`src/rtl/rrs_pkg.sv`:
```
package rrs_pkg;
   typedef enum logic [1:0] {
      SEQ_IDLE = 2'd0,
      SEQ_SETTLE = 2'd1,
      SEQ_CFG = 2'd2,
      SEQ_RUN = 2'd3
   } seq_state_t;
endpackage

```
`src/rtl/rrs_sync.sv`:
```
module rrs_sync #(
   parameter int STAGES = 2
) (
   input  logic clk,
   input  logic arst_n,
   output logic sync_n
);
   generate
      if (STAGES < 2) begin : g_bad
         $error("rrs_sync: STAGES must be at least 2");
      end
   endgenerate

   logic [STAGES-1:0] chain;

   always_ff @(posedge clk or negedge arst_n) begin
      if (!arst_n) chain <= '0;
      else         chain <= {chain[STAGES-2:0], 1'b1};
   end

   assign sync_n = chain[STAGES-1];
endmodule

```
`src/rtl/rrs_settle_timer.sv`:
```
module rrs_settle_timer #(
   parameter int EXP_BASE = 10,
   parameter int SEL_W = 3
) (
   input  logic             clk,
   input  logic             arst_n,
   input  logic             active,
   input  logic             tick,
   input  logic [SEL_W-1:0] sel,
   output logic             done
);
   localparam int MAX_SEL = (1 << SEL_W) - 1;
   localparam int CNT_W = EXP_BASE + MAX_SEL;

   generate
      if (EXP_BASE < 1) begin : g_bad
         $error("rrs_settle_timer: EXP_BASE must be positive");
      end
   endgenerate

   logic [CNT_W-1:0] cnt;
   logic [CNT_W-1:0] limit;
   logic [SEL_W-1:0] shift;

   assign shift = SEL_W'(MAX_SEL) - sel;
   assign limit = {CNT_W{1'b1}} >> shift;
   assign done  = active && tick && (cnt == limit);

   always_ff @(posedge clk or negedge arst_n) begin
      if (!arst_n)     cnt <= '0;
      else if (!active) cnt <= '0;
      else if (tick)   cnt <= cnt + 1'b1;
   end
endmodule

```
`src/rtl/rrs_cfg_timer.sv`:
```
module rrs_cfg_timer #(
   parameter int TMO = 4096
) (
   input  logic clk,
   input  logic arst_n,
   input  logic active,
   output logic expire
);
   localparam int CNT_W = $clog2(TMO);

   generate
      if (TMO < 2) begin : g_bad
         $error("rrs_cfg_timer: TMO must be at least 2");
      end
   endgenerate

   logic [CNT_W-1:0] cnt;

   assign expire = active && (cnt == CNT_W'(TMO - 1));

   always_ff @(posedge clk or negedge arst_n) begin
      if (!arst_n)      cnt <= '0;
      else if (!active) cnt <= '0;
      else if (!expire) cnt <= cnt + 1'b1;
   end
endmodule

```
`src/rtl/rst_release_seq.sv`:
```
module rst_release_seq
   import rrs_pkg::*;
#(
   parameter int SYNC_STAGES = 2,
   parameter int EXP_BASE = 10,
   parameter int SEL_W = 3,
   parameter int CFG_TMO = 4096,
   parameter bit XTAL_SUPPORT = 1'b1
) (
   input  logic             clk,
   input  logic             rst_pin_n,
   input  logic             osc_tick,
   input  logic             clk_src,
   input  logic [SEL_W-1:0] stab_sel,
   input  logic             cfg_ack,
   input  logic             port_release,
   output logic             int_rst_n,
   output logic             cpu_clk_en,
   output logic             cfg_req,
   output logic             cfg_timeout,
   output logic             port_hiz,
   output logic             rstout_val
);
   seq_state_t state, state_nxt;
   logic       sync_n;
   logic       settle_done;
   logic       cfg_expire;
   logic       want_settle;

   rrs_sync #(.STAGES(SYNC_STAGES)) u_sync (
      .clk    (clk),
      .arst_n (rst_pin_n),
      .sync_n (sync_n)
   );

   generate
      if (XTAL_SUPPORT) begin : g_xtal
         rrs_settle_timer #(.EXP_BASE(EXP_BASE), .SEL_W(SEL_W)) u_settle (
            .clk    (clk),
            .arst_n (rst_pin_n),
            .active (state == SEQ_SETTLE),
            .tick   (osc_tick),
            .sel    (stab_sel),
            .done   (settle_done)
         );
         assign want_settle = clk_src;
      end else begin : g_noxtal
         assign settle_done = 1'b1;
         assign want_settle = 1'b0;
      end
   endgenerate

   rrs_cfg_timer #(.TMO(CFG_TMO)) u_cfg (
      .clk    (clk),
      .arst_n (rst_pin_n),
      .active (state == SEQ_CFG),
      .expire (cfg_expire)
   );

   always_comb begin
      state_nxt = state;
      unique case (state)
         SEQ_IDLE:   if (sync_n) state_nxt = want_settle ? SEQ_SETTLE : SEQ_CFG;
         SEQ_SETTLE: if (settle_done) state_nxt = SEQ_CFG;
         SEQ_CFG:    if (cfg_ack || cfg_expire) state_nxt = SEQ_RUN;
         SEQ_RUN:    state_nxt = SEQ_RUN;
         default:    state_nxt = SEQ_IDLE;
      endcase
   end

   always_ff @(posedge clk or negedge rst_pin_n) begin
      if (!rst_pin_n) begin
         state       <= SEQ_IDLE;
         cfg_timeout <= 1'b0;
         port_hiz    <= 1'b1;
         rstout_val  <= 1'b0;
      end else begin
         state <= state_nxt;
         if (state == SEQ_CFG && !cfg_ack && cfg_expire) cfg_timeout <= 1'b1;
         if (state == SEQ_RUN && port_release) begin
            port_hiz   <= 1'b0;
            rstout_val <= 1'b1;
         end
      end
   end

   assign int_rst_n  = sync_n;
   assign cpu_clk_en = (state == SEQ_RUN);
   assign cfg_req    = (state == SEQ_CFG);
endmodule

```
`config.mk`:
```
export PLATFORM = sky130hd
export DESIGN_NAME = rst_release_seq
export DESIGN_NICKNAME = d
export VERILOG_FILES = /design/src/rtl/rrs_pkg.sv /design/src/rtl/rrs_sync.sv /design/src/rtl/rrs_settle_timer.sv /design/src/rtl/rrs_cfg_timer.sv /design/src/rtl/rst_release_seq.sv
export SDC_FILE = /design/constraint.sdc
export NUM_CORES = 1
export LEC_CHECK = 0
export ABC_AREA = 1
export ABC_CLOCK_PERIOD_IN_PS = 3700
export BUFFER_PORTS_ARGS = -buffer_cell sky130_fd_sc_hd__buf_4
export CORE_MARGIN = 5
export CORE_UTILIZATION = 40
export CTS_CLUSTER_SIZE = 24
export DETAILED_ROUTE_END_ITERATION = 6
export PLACE_DENSITY = 0.54
export SLEW_MARGIN = 20
export SYNTH_ARGS = -nofsm -noshare
export SYNTH_HDL_FRONTEND = slang
export SYNTH_SLANG_ARGS = --single-unit
```
`constraint.sdc`:
```
create_clock -name clk -period 3.7 [get_ports clk]
set_input_delay 0.925 -clock clk [delete_from_list [all_inputs] [get_ports clk]]
set_output_delay 0.925 -clock clk [all_outputs]
set_load 0.01 [all_outputs]
```
==> results.sh <==
export IMPL_status="complete, no violations"
export IMPL_clk_latency_ps=290
export IMPL_ir_drop_uv=246.4
export IMPL_syn_cell_area_sq_um=2069
export IMPL_synthTopCellsByArea="dfrtp_1, nand2_1, inv_1, nor2_1, a21oi_1"
export IMPL_synth_seq_cells=36
export IMPL_seq_power_share_pct=48.1
export IMPL_yosysUniqueCellTypes=35
export IMPL_top_usage_layer="met2"
export IMPL_fin_crit_ps=2107
export IMPL_grt_use_met1_pct=18.95
export IMPL_clock_sinks=36
export IMPL_timing_critical_path_to_type="primary output"
export IMPL_synth_nets=283
export IMPL_antenna_left=0
export IMPL_drtIter0Drc=66
export IMPL_fp_row_count=26
export IMPL_die_area_sq_um=6713
export IMPL_slew_violations=0
export IMPL_cts_resized=0
export IMPL_globalRouteMet3Util_pct=3.947
export IMPL_critPathKind="reg2out"
export IMPL_cts_made_buffers=5
export IMPL_finalSetupViolations=0
export IMPL_clkTransAtPathRegs_ps=70
export IMPL_ys_seq_area_share_pct=43.59
export IMPL_max_cap_violations=0
export IMPL_io_buffer_count=14
export IMPL_rsz0062_at_grt="no"
export IMPL_min_delay_start="u_sync.chain[0]$_DFF_PN0_"
export IMPL_p_sw_share_pct=30.56
export IMPL_synthTopCellsByCount="nand2_1, inv_1, dfrtp_1"
export IMPL_core_sq_um=5075
export IMPL_antenna_found_initial=0
export IMPL_drt_pass1_iterations=4
export IMPL_routedWlPerCell_microns=11.54
export IMPL_synth_edf_count=0
export IMPL_hold_depth=0
export IMPL_clockBufferDepth=2
export IMPL_grt_pass1_wl_mm=7.679
export IMPL_pre_cts_ws_ps=1791
export IMPL_area_growth_pct=13.66
export IMPL_fin_crit_sh_pct=56.94
export IMPL_setup_ws_ps=1593
export IMPL_internal_power_uw=632.6
export IMPL_n_antenna_cell=0
export IMPL_initial_core_util_pct=40.78
export IMPL_yosysMostFrequentCell="nand2_1"
export IMPL_layout_drive_gt1_share_pct=17.41
export IMPL_p_leak_uw=0.001121
export IMPL_clock_fmax_mhz=474.7
export IMPL_via_count=1738
export IMPL_dp_hpwl_mm=3.151
export IMPL_yosysTopAreaCell="dfrtp_1"
export IMPL_pwr_share_comb_pct=20.4
export IMPL_reg2reg_to="g_xtal.u_settle.cnt[14]$_DFFE_PN0P_"
export IMPL_synthDominantCellAreaShare_pct=42.32
export IMPL_crit_path_max_fanout=13
export IMPL_grt_max_degree=37
export IMPL_drt_vias_per_instance=4.788
export IMPL_cts_setup_buffers=0
export IMPL_async_reset_ff_share_pct=100.0
export IMPL_reg2reg_depth=10
export IMPL_ys_warn_count=0
export IMPL_drc=0
export IMPL_layout_nets=303
export IMPL_place_congestion=0.7936
export IMPL_tns_ps=0
export IMPL_grt_usage_pct=14.91
export IMPL_cts_root_buffer="clkbuf_8"
export IMPL_worstHoldEndpoint="u_sync.chain[1]$_DFF_PN0_"
export IMPL_p_per_area_nw_per_um2=387.3
export IMPL_io_pins=15
export IMPL_syn_inst=272
export IMPL_dominantRegCellSynth="dfrtp_1"
export IMPL_grt_use_met2_pct=24.31
export IMPL_finalClockSkew_ps=4.521
export IMPL_cp_arrival_ps=1180
export IMPL_r2r_slack_ps=2150
export IMPL_die_w_microns=81.93
export IMPL_hold_viol=0
export IMPL_totalWireLength_mm=4.190
export IMPL_holdBufCountCts=0
export IMPL_seqCellArea_sq_um=902.1
export IMPL_worstReg2RegStart="g_xtal.u_settle.cnt[0]$_DFFE_PN0P_"
export IMPL_required_ps=2770
export IMPL_grt_pass1_vias=1678
export IMPL_hp_class="reg2reg"
export IMPL_fp_dieH_microns=81.93
export IMPL_clockPowerShare_pct=31.5
export IMPL_multi_input_comb_area_sq_um=996.0
export IMPL_syn_area_per_cell_sq_um=7.608
export IMPL_cts_htree_levels=2
export IMPL_switchingPower_uw=278.4
export IMPL_cts_tree="yes"
export IMPL_critPathLaunchType="flop"
export IMPL_grt_ovfl_total=0
export IMPL_num_fill_cells=533
cells by family (layout without fill, tap and decap cells):
| family | count (synthesis) | count (layout) | synth area share, % |
|---|---|---|---|
| AND/OR/NAND/NOR | 144 | 144 | 34.28 |
| buffers and inverters | 44 | 65 | 8.283 |
| AO/OA/AOI/OAI | 43 | 43 | 11.61 |
| flip-flops | 36 | 36 | 43.59 |
| adder cells (fa/ha/maj) | 2 | 2 | 1.209 |
| XOR/XNOR | 2 | 2 | 0.8466 |
| other | 1 | 1 | 0.1812 |
routing by layer:
| metal | vias to the layer above | wire [microns] |
|---|---|---|
| met1 | 800 | 2034 |
| met2 | 22 | 1958 |
| li1 | 910 | - |
| met3 | 6 | 129 |
| met4 | 0 | 68 |
| met5 | - | 0 |
how the worst max path moves through the flow:
stage | start | slack (ps) | endpoint
6_report | state[1]$_DFFE_PN0P_ | 1590 | cfg_req
5_1_grt | state[1]$_DFFE_PN0P_ | 1530 | cfg_req
4_1_cts | state[1]$_DFFE_PN0P_ | 1580 | cfg_req
3_5_place_dp | osc_tick | 1790 | g_xtal.u_settle.cnt[11]$_DFFE_PN0P_
3_3_place_gp | osc_tick | 1780 | g_xtal.u_settle.cnt[11]$_DFFE_PN0P_
2_1_floorplan | osc_tick | 1920 | g_xtal.u_settle.cnt[11]$_DFFE_PN0P_
state kept, by name, summed over array words and instances, names as in the netlist:
register,count
u_sync.chain,2
port_hiz,1
u_cfg.cnt,12
cfg_timeout,1
rstout_val,1
g_xtal.u_settle.cnt,17
state,2
power by group through the flow:
stage | sequential (uW) | combinational (uW) | clock (uW)
after floorplan | 441 | 119 | 0
after global placement | 446 | 187 | 0
after detailed placement | 446 | 188 | 0
after CTS | 438 | 188 | 300
after global routing | 442 | 216 | 317
final | 438 | 186 | 287
metrics by stage:
stage | hold WS (ps) | area [sq um] | power [uW] | instances | util, %
after floorplan | 331.2 | 2069 | 559.5 | 272 | -
after global placement | 332.7 | 2260 | 633.3 | 355 | 44.53
after detailed placement | 341.3 | 2260 | 633.7 | 355 | 44.53
after CTS | 357.2 | 2352 | 926.8 | 363 | 46.35
after global routing | 369.0 | 2352 | 975.6 | 363 | 46.35
final | 353.4 | 2352 | 911.0 | 363 | 46.35
cell usage in the layout, fill, tap and decap left out, types with 2 or more instances in the layout:
| cell type | netlist | layout |
|---|---|---|
| a21oi_1 | 16 | 16 |
| nor2_2 | 7 | 7 |
| inv_2 | 2 | 2 |
| ha_1 | 2 | 2 |
| nand3_2 | 2 | 2 |
| nand2_2 | 7 | 7 |
| clkinv_2 | 0 | 2 |
| o21ai_1 | 5 | 5 |
| clkbuf_8 | 0 | 6 |
| a211oi_1 | 2 | 2 |
| nand2_1 | 61 | 61 |
| nor3_1 | 5 | 5 |
| dfrtp_1 | 35 | 35 |
| buf_4 | 1 | 16 |
| nor3b_1 | 3 | 3 |
| nor2_1 | 28 | 28 |
| o21ai_0 | 12 | 12 |
| nand3_1 | 16 | 16 |
| and3_1 | 2 | 2 |
| nand4_1 | 5 | 5 |
| o21a_1 | 2 | 2 |
| inv_1 | 39 | 39 |
| a31oi_1 | 2 | 2 |
| nor2_4 | 4 | 4 |
final cells by class:
type,count,area share [%]
multi-input cells,192,42.34
flip-flops and latches,36,38.35
inverters,41,6.543
repair buffers,16,5.106
well taps,70,3.723
clock buffers,6,3.511
clock inverters,2,0.4255
worst max-delay path, stage by stage, from the launching register on:
cell and delay [ps]:
dfrtp_1 410, inv_1 70, nor2_1 80, buf_4 190, buf_4 140
No activity file was read; power rests on OpenSTA's default activity.
